**src/rtl/jitter_pwm_pkg.sv**
```systemverilog
package jitter_pwm_pkg;

  // strobes from control to datapath
  typedef struct packed {
    logic startCyc;  // begin a new switching cycle this edge
    logic idle;      // block disabled: hold counter at zero
  } pwmStrobe_t;

  // comparisons from datapath to control
  typedef struct packed {
    logic lastCnt;   // current clock is the last of the period
    logic blankOk;   // blanking window has elapsed
    logic minOk;     // minimum on-time reached after this clock
    logic capHit;    // duty ceiling reached after this clock
  } pwmFlags_t;

  function automatic int maxInt(input int a, input int b);
    return (a > b) ? a : b;
  endfunction

endpackage

```
**src/rtl/jitter_pwm_dp.sv**
```systemverilog
module jitter_pwm_dp
  import jitter_pwm_pkg::*;
#(
  parameter int CLK_KHZ    = 10000,
  parameter int LO_KHZ     = 60,
  parameter int HI_KHZ     = 115,
  parameter int LO_DEV_KHZ = 4,
  parameter int HI_DEV_KHZ = 8,
  parameter int MOD_HZ     = 250,
  parameter int DUTY_PCT   = 80,
  parameter int MINON_NS   = 400,
  parameter int BLANK_NS   = 300,
  parameter int FRAC_W     = 8
) (
  input  logic       clk,
  input  logic       rstN,
  input  logic       hiSel,
  input  pwmStrobe_t strobe,
  output pwmFlags_t  flags
);

  // period limits in clocks (fastest frequency gives the shortest period)
  localparam int LO_PMIN  = CLK_KHZ / (LO_KHZ + LO_DEV_KHZ);
  localparam int LO_PMAX  = CLK_KHZ / (LO_KHZ - LO_DEV_KHZ);
  localparam int HI_PMIN  = CLK_KHZ / (HI_KHZ + HI_DEV_KHZ);
  localparam int HI_PMAX  = CLK_KHZ / (HI_KHZ - HI_DEV_KHZ);
  // sweep span in fractional units, and switching cycles per half sweep
  localparam int LO_SPANQ = (LO_PMAX - LO_PMIN) << FRAC_W;
  localparam int HI_SPANQ = (HI_PMAX - HI_PMIN) << FRAC_W;
  localparam int LO_HALF  = (LO_KHZ * 1000) / (2 * MOD_HZ);
  localparam int HI_HALF  = (HI_KHZ * 1000) / (2 * MOD_HZ);
  localparam int LO_STEPR = LO_SPANQ / LO_HALF;
  localparam int HI_STEPR = HI_SPANQ / HI_HALF;
  localparam int LO_STEP  = (LO_STEPR < 1) ? 1 : LO_STEPR;
  localparam int HI_STEP  = (HI_STEPR < 1) ? 1 : HI_STEPR;
  // widths
  localparam int PMAX_ALL = maxInt(LO_PMAX, HI_PMAX);
  localparam int QMAX_ALL = maxInt(LO_SPANQ + LO_STEP, HI_SPANQ + HI_STEP);
  localparam int PER_W    = $clog2(PMAX_ALL + 1);
  localparam int POS_W    = $clog2(QMAX_ALL + 1);
  // on-time guards in clocks
  localparam int MINON_CNT = (MINON_NS * CLK_KHZ) / 1000000;
  localparam int BLANK_CNT = (BLANK_NS * CLK_KHZ) / 1000000;
  localparam int MINON_M1  = (MINON_CNT < 1) ? 0 : MINON_CNT - 1;
  localparam logic [PER_W-1:0] BLANK_C = PER_W'(BLANK_CNT);
  localparam logic [PER_W-1:0] MINON_C = PER_W'(MINON_M1);

  logic [POS_W-1:0] pos, posNext, spanQ, stepQ;
  logic             goingDown, downNext;
  logic [PER_W-1:0] pmin, perNext, capNext;
  logic [PER_W-1:0] cnt, per, cap;

  // variant constants
  assign spanQ = hiSel ? POS_W'(HI_SPANQ) : POS_W'(LO_SPANQ);
  assign stepQ = hiSel ? POS_W'(HI_STEP)  : POS_W'(LO_STEP);
  assign pmin  = hiSel ? PER_W'(HI_PMIN)  : PER_W'(LO_PMIN);

  // triangular sweep: move by one step, clamp and reverse at the ends
  always_comb begin
    posNext  = pos;
    downNext = goingDown;
    if (!goingDown) begin
      if (pos + stepQ >= spanQ) begin
        posNext  = spanQ;
        downNext = 1'b1;
      end else begin
        posNext = pos + stepQ;
      end
    end else begin
      if (pos <= stepQ) begin
        posNext  = '0;
        downNext = 1'b0;
      end else begin
        posNext = pos - stepQ;
      end
    end
  end

  assign perNext = pmin + PER_W'(pos >> FRAC_W);
  assign capNext = PER_W'((32'(perNext) * 32'(DUTY_PCT)) / 32'd100);

  always_ff @(posedge clk or negedge rstN) begin
    if (!rstN) begin
      pos       <= '0;
      goingDown <= 1'b0;
      cnt       <= '0;
      per       <= '0;
      cap       <= '0;
    end else if (strobe.startCyc) begin
      pos       <= posNext;
      goingDown <= downNext;
      per       <= perNext;
      cap       <= capNext;
      cnt       <= '0;
    end else if (strobe.idle) begin
      cnt <= '0;
    end else begin
      cnt <= cnt + PER_W'(1);
    end
  end

  assign flags.lastCnt = (cnt == per - PER_W'(1));
  assign flags.blankOk = (cnt >= BLANK_C);
  assign flags.minOk   = (cnt >= MINON_C);
  assign flags.capHit  = ((cnt + PER_W'(1)) >= cap);

endmodule

```
**src/rtl/jitter_pwm_ctrl.sv**
```systemverilog
module jitter_pwm_ctrl
  import jitter_pwm_pkg::*;
(
  input  logic       clk,
  input  logic       rstN,
  input  logic       en,
  input  logic       trip,
  input  pwmFlags_t  flags,
  output pwmStrobe_t strobe,
  output logic       gateQ,
  output logic       startQ,
  output logic       active
);

  logic tripValid;

  assign strobe.idle     = !en;
  assign strobe.startCyc = en && (!active || flags.lastCnt);
  assign tripValid       = trip && flags.blankOk && flags.minOk;

  always_ff @(posedge clk or negedge rstN) begin
    if (!rstN) begin
      active <= 1'b0;
      gateQ  <= 1'b0;
      startQ <= 1'b0;
    end else if (!en) begin
      active <= 1'b0;
      gateQ  <= 1'b0;
      startQ <= 1'b0;
    end else if (strobe.startCyc) begin
      active <= 1'b1;
      gateQ  <= 1'b1;
      startQ <= 1'b1;
    end else begin
      startQ <= 1'b0;
      if (gateQ && (tripValid || flags.capHit)) gateQ <= 1'b0;
    end
  end

endmodule

```
**src/rtl/jitter_pwm.sv**
```systemverilog
module jitter_pwm
  import jitter_pwm_pkg::*;
#(
  parameter int CLK_KHZ    = 10000,
  parameter int LO_KHZ     = 60,
  parameter int HI_KHZ     = 115,
  parameter int LO_DEV_KHZ = 4,
  parameter int HI_DEV_KHZ = 8,
  parameter int MOD_HZ     = 250,
  parameter int DUTY_PCT   = 80,
  parameter int MINON_NS   = 400,
  parameter int BLANK_NS   = 300,
  parameter int FRAC_W     = 8
) (
  input  logic clk,
  input  logic rstN,
  input  logic hiSel,
  input  logic en,
  input  logic trip,
  output logic gate,
  output logic cycleStart,
  output logic offTime
);

  pwmStrobe_t strobe;
  pwmFlags_t  flags;
  logic       gateQ, startQ, active;

  jitter_pwm_dp #(
    .CLK_KHZ(CLK_KHZ), .LO_KHZ(LO_KHZ), .HI_KHZ(HI_KHZ),
    .LO_DEV_KHZ(LO_DEV_KHZ), .HI_DEV_KHZ(HI_DEV_KHZ), .MOD_HZ(MOD_HZ),
    .DUTY_PCT(DUTY_PCT), .MINON_NS(MINON_NS), .BLANK_NS(BLANK_NS),
    .FRAC_W(FRAC_W)
  ) uDp (
    .clk(clk), .rstN(rstN), .hiSel(hiSel), .strobe(strobe), .flags(flags)
  );

  jitter_pwm_ctrl uCtrl (
    .clk(clk), .rstN(rstN), .en(en), .trip(trip), .flags(flags),
    .strobe(strobe), .gateQ(gateQ), .startQ(startQ), .active(active)
  );

  assign gate       = gateQ & en;
  assign cycleStart = startQ;
  assign offTime    = active & ~gateQ;

endmodule

```
**config.mk**
```make
export PLATFORM = sky130hd
export DESIGN_NAME = jitter_pwm
export DESIGN_NICKNAME = d
export VERILOG_FILES = /design/src/rtl/jitter_pwm_pkg.sv /design/src/rtl/jitter_pwm_dp.sv /design/src/rtl/jitter_pwm_ctrl.sv /design/src/rtl/jitter_pwm.sv
export SDC_FILE = /design/constraint.sdc
export NUM_CORES = 1
export LEC_CHECK = 0
export CAP_MARGIN = 30
export CORE_MARGIN = 2
export CORE_UTILIZATION = 48
export CTS_CLUSTER_DIAMETER = 150
export DETAILED_ROUTE_END_ITERATION = 12
export PLACE_DENSITY = 0.76
export SETUP_SLACK_MARGIN = 0.4
export SYNTH_ARGS = -nofsm -noshare
export SYNTH_HDL_FRONTEND = slang
export SYNTH_SLANG_ARGS = --single-unit
```
**constraint.sdc**
```tcl
create_clock -name clk -period 27.8 [get_ports clk]
set_input_delay 6.95 -clock clk [delete_from_list [all_inputs] [get_ports clk]]
set_output_delay 6.95 -clock clk [all_outputs]
set_load 0.05 [all_outputs]
```
==> metrics <==
Fin Clk Skew 0.00860 ns; unrepaired setup endpoints after global routing no; setup bufs post-CTS 0; WL/cell 17.5 um; most used cell, CP ha_1; core area 0.0114 mm^2; status finished, final reports clean; root buffer cell clkbuf_16; Seq/Total Area, Yosys 0.182; count leader, synth nor2_1; final worst path period share 0.668; # diodes 0; mapped cell area 0.00563 mm^2; slowest library cell on the worst path a21oi_1; Worst Setup SP hiSel; initial antenna violation count 0; CTS tree done; Sum Neg Setup Slack 0 ns; slew at the pin closest to its max-slew limit 1.06 ns; area leader, netlist dfrtp_1; die width 112 um; clock buffer depth 2; fin worst setup slack 9.22 ns; critical path class in2reg; CP peak stage delay 0.88 ns; vias 5,671; Worst setup SP type input pin; layout cells sized above 1 0.0807; cells on worst reg2reg path 36; Worst Hold Class reg2reg; Crit Path Max Fanout 13; post-route ant nets 0; CTS buffer count 5; H-tree levels 2; largest net degree at the start of global routing 46; post-placement setup slack 9.10 ns; IO buf count 7; Starting Density 0.493; post-DP HPWL 11.3 mm; io pins 8; 1st-pass router iterations 5; Setup-failing EPs final 0; number of flops mapped to enable cells by yosys 0; FF-to-FF End uDp.cap[0]; 1st-iter DRT viols 596; fin crit period 18.58 ns; Post-Synthesis Mean Instance Area 7.81 um^2; All-Layer GR Usage 0.239; gpl congestion 0.914; register bit total from synthesis 41; CP Capture Type register; first-pass GRT wire length 25.9 mm; Clock transition at path regs 0.06 ns; # DRC 0; Worst slew margin 0.294; asr flop ratio synth 1.00; final WL 14.8 mm; Synth top cells by count nor2_1, nand2_1, o21ai_0; num rows 39; Worst Setup EP uDp.cap[0]; Hold Vio Cnt, Final 0; die span in y 112 um; synth unique cells 104; Via density 6.68; top_reg_cell synth dfrtp_1; Crit path required time 27.97 ns; Area contributors post-synth dfrtp_1, ha_1, xnor2_1, nor2_1, o21ai_0; vias in the first global route 5,567; fin. max-slew vios 0; CTS sink count 41; clk_lat worst skew 0.29 ns; yosys synthesis warning count 0; Synth top area share 0.182; Fill cells 1,066; R2R setup slack 16.67 ns; Syn Nets 766; grt ovf 0; Layout Nets 750; maxcap violations 0; Data arrival, critical path 18.74 ns; Syn Inst Count 721; FF-to-FF Start uDp.pos[8]; fmax 0.0538 GHz; PostCTS Resize Cnt 0; P&R area growth vs syn 4.73%; die area 0.0126 mm^2; fin util 0.516; # hold bufs at CTS 0
==> through the flow <==
step	hold WS (ns)	instance area [um^2]	cells
6_report	0.477	5900	849
5_1_grt	0.534	5900	849
4_1_cts	0.483	5900	849
3_5_place_dp	0.470	5750	841
3_3_place_gp	0.461	5750	840
2_1_floorplan	0.450	5630	721
==> state kept, by name, summed over array words and instances (netlist names) <==
signal and cells:
uCtrl.gateQ 1, uCtrl.active 1, uDp.cnt 8, uDp.per 8, uDp.cap 8, uCtrl.startQ 1
uDp.pos 13, uDp.goingDown 1
==> worst min path at each step <==
| stage | start | endpoint | slack [ns] | cells after the start |
|---|---|---|---|---|
| 2_1_floorplan | uDp.cap[2] | uDp.cap[2] | 0.45 | 2 |
| 3_3_place_gp | uDp.cap[2] | uDp.cap[2] | 0.46 | 2 |
| 3_5_place_dp | uDp.cap[2] | uDp.cap[2] | 0.47 | 2 |
| 4_1_cts | uDp.cap[2] | uDp.cap[2] | 0.48 | 2 |
| 5_1_grt | uDp.cap[3] | uDp.cap[3] | 0.53 | 2 |
| 6_report | uDp.cap[2] | uDp.cap[2] | 0.48 | 2 |
==> worst max-delay path: cells and delay by family <==
family          cells  cell delay (ns)
compound gates     17             5.26
simple gates       12             2.57
fa+ha+maj           5             1.73
buf+inv             4             1.38
xor+xnor            2             0.82
==> layout by cell type (no fill, tap or decap), types with 8 or more instances in the layout <==
master	count
o211ai_1	11
dfrtp_1	41
xnor2_1	35
o22ai_1	8
a211oi_1	15
nor3_1	23
ha_1	37
nor2b_1	10
nand3_1	27
nand2_1	62
nor2_1	64
a31oi_1	12
xor2_1	11
o21ai_0	47
a21oi_1	44
inv_1	29
and3_1	21
==> per-layer routing <==
metal	vias up	GRT usage	wire (um)
met5	-	0	0
met3	46	0.0270	870
met1	2673	0.321	6710
met2	248	0.393	6760
li1	2704	-	-
met4	0	0.0992	494
==> kinds of logic (layout without fill, tap and decap cells) <==
| family | Yosys count | after routing | share of synthesized area |
|---|---|---|---|
| AOI/OAI and AO/OA | 256 | 256 | 0.345 |
| xor gates and xnor gates | 47 | 47 | 0.0744 |
| adders and majority gates | 40 | 40 | 0.0929 |
| buffers and inverters | 65 | 50 | 0.0473 |
| DFF | 41 | 41 | 0.182 |
| muxes | 8 | 8 | 0.0178 |
| and+or+nand+nor | 264 | 264 | 0.240 |
==> final cells by class <==
type / instances / area (um^2) / share of cell area
Multi-Input combinational cell: 615 / 4340 / 0.736
Sequential cell: 41 / 1030 / 0.174
Tap cell: 143 / 179 / 0.0303
Clock buffer: 5 / 125 / 0.0212
Inverter: 31 / 116 / 0.0197
Timing Repair Buffer: 11 / 95.1 / 0.0161
Clock inverter: 3 / 17.5 / 0.00297
Power is not shown: default switching activity piles up to over one toggle a cycle in this logic, so the estimate is an artifact.
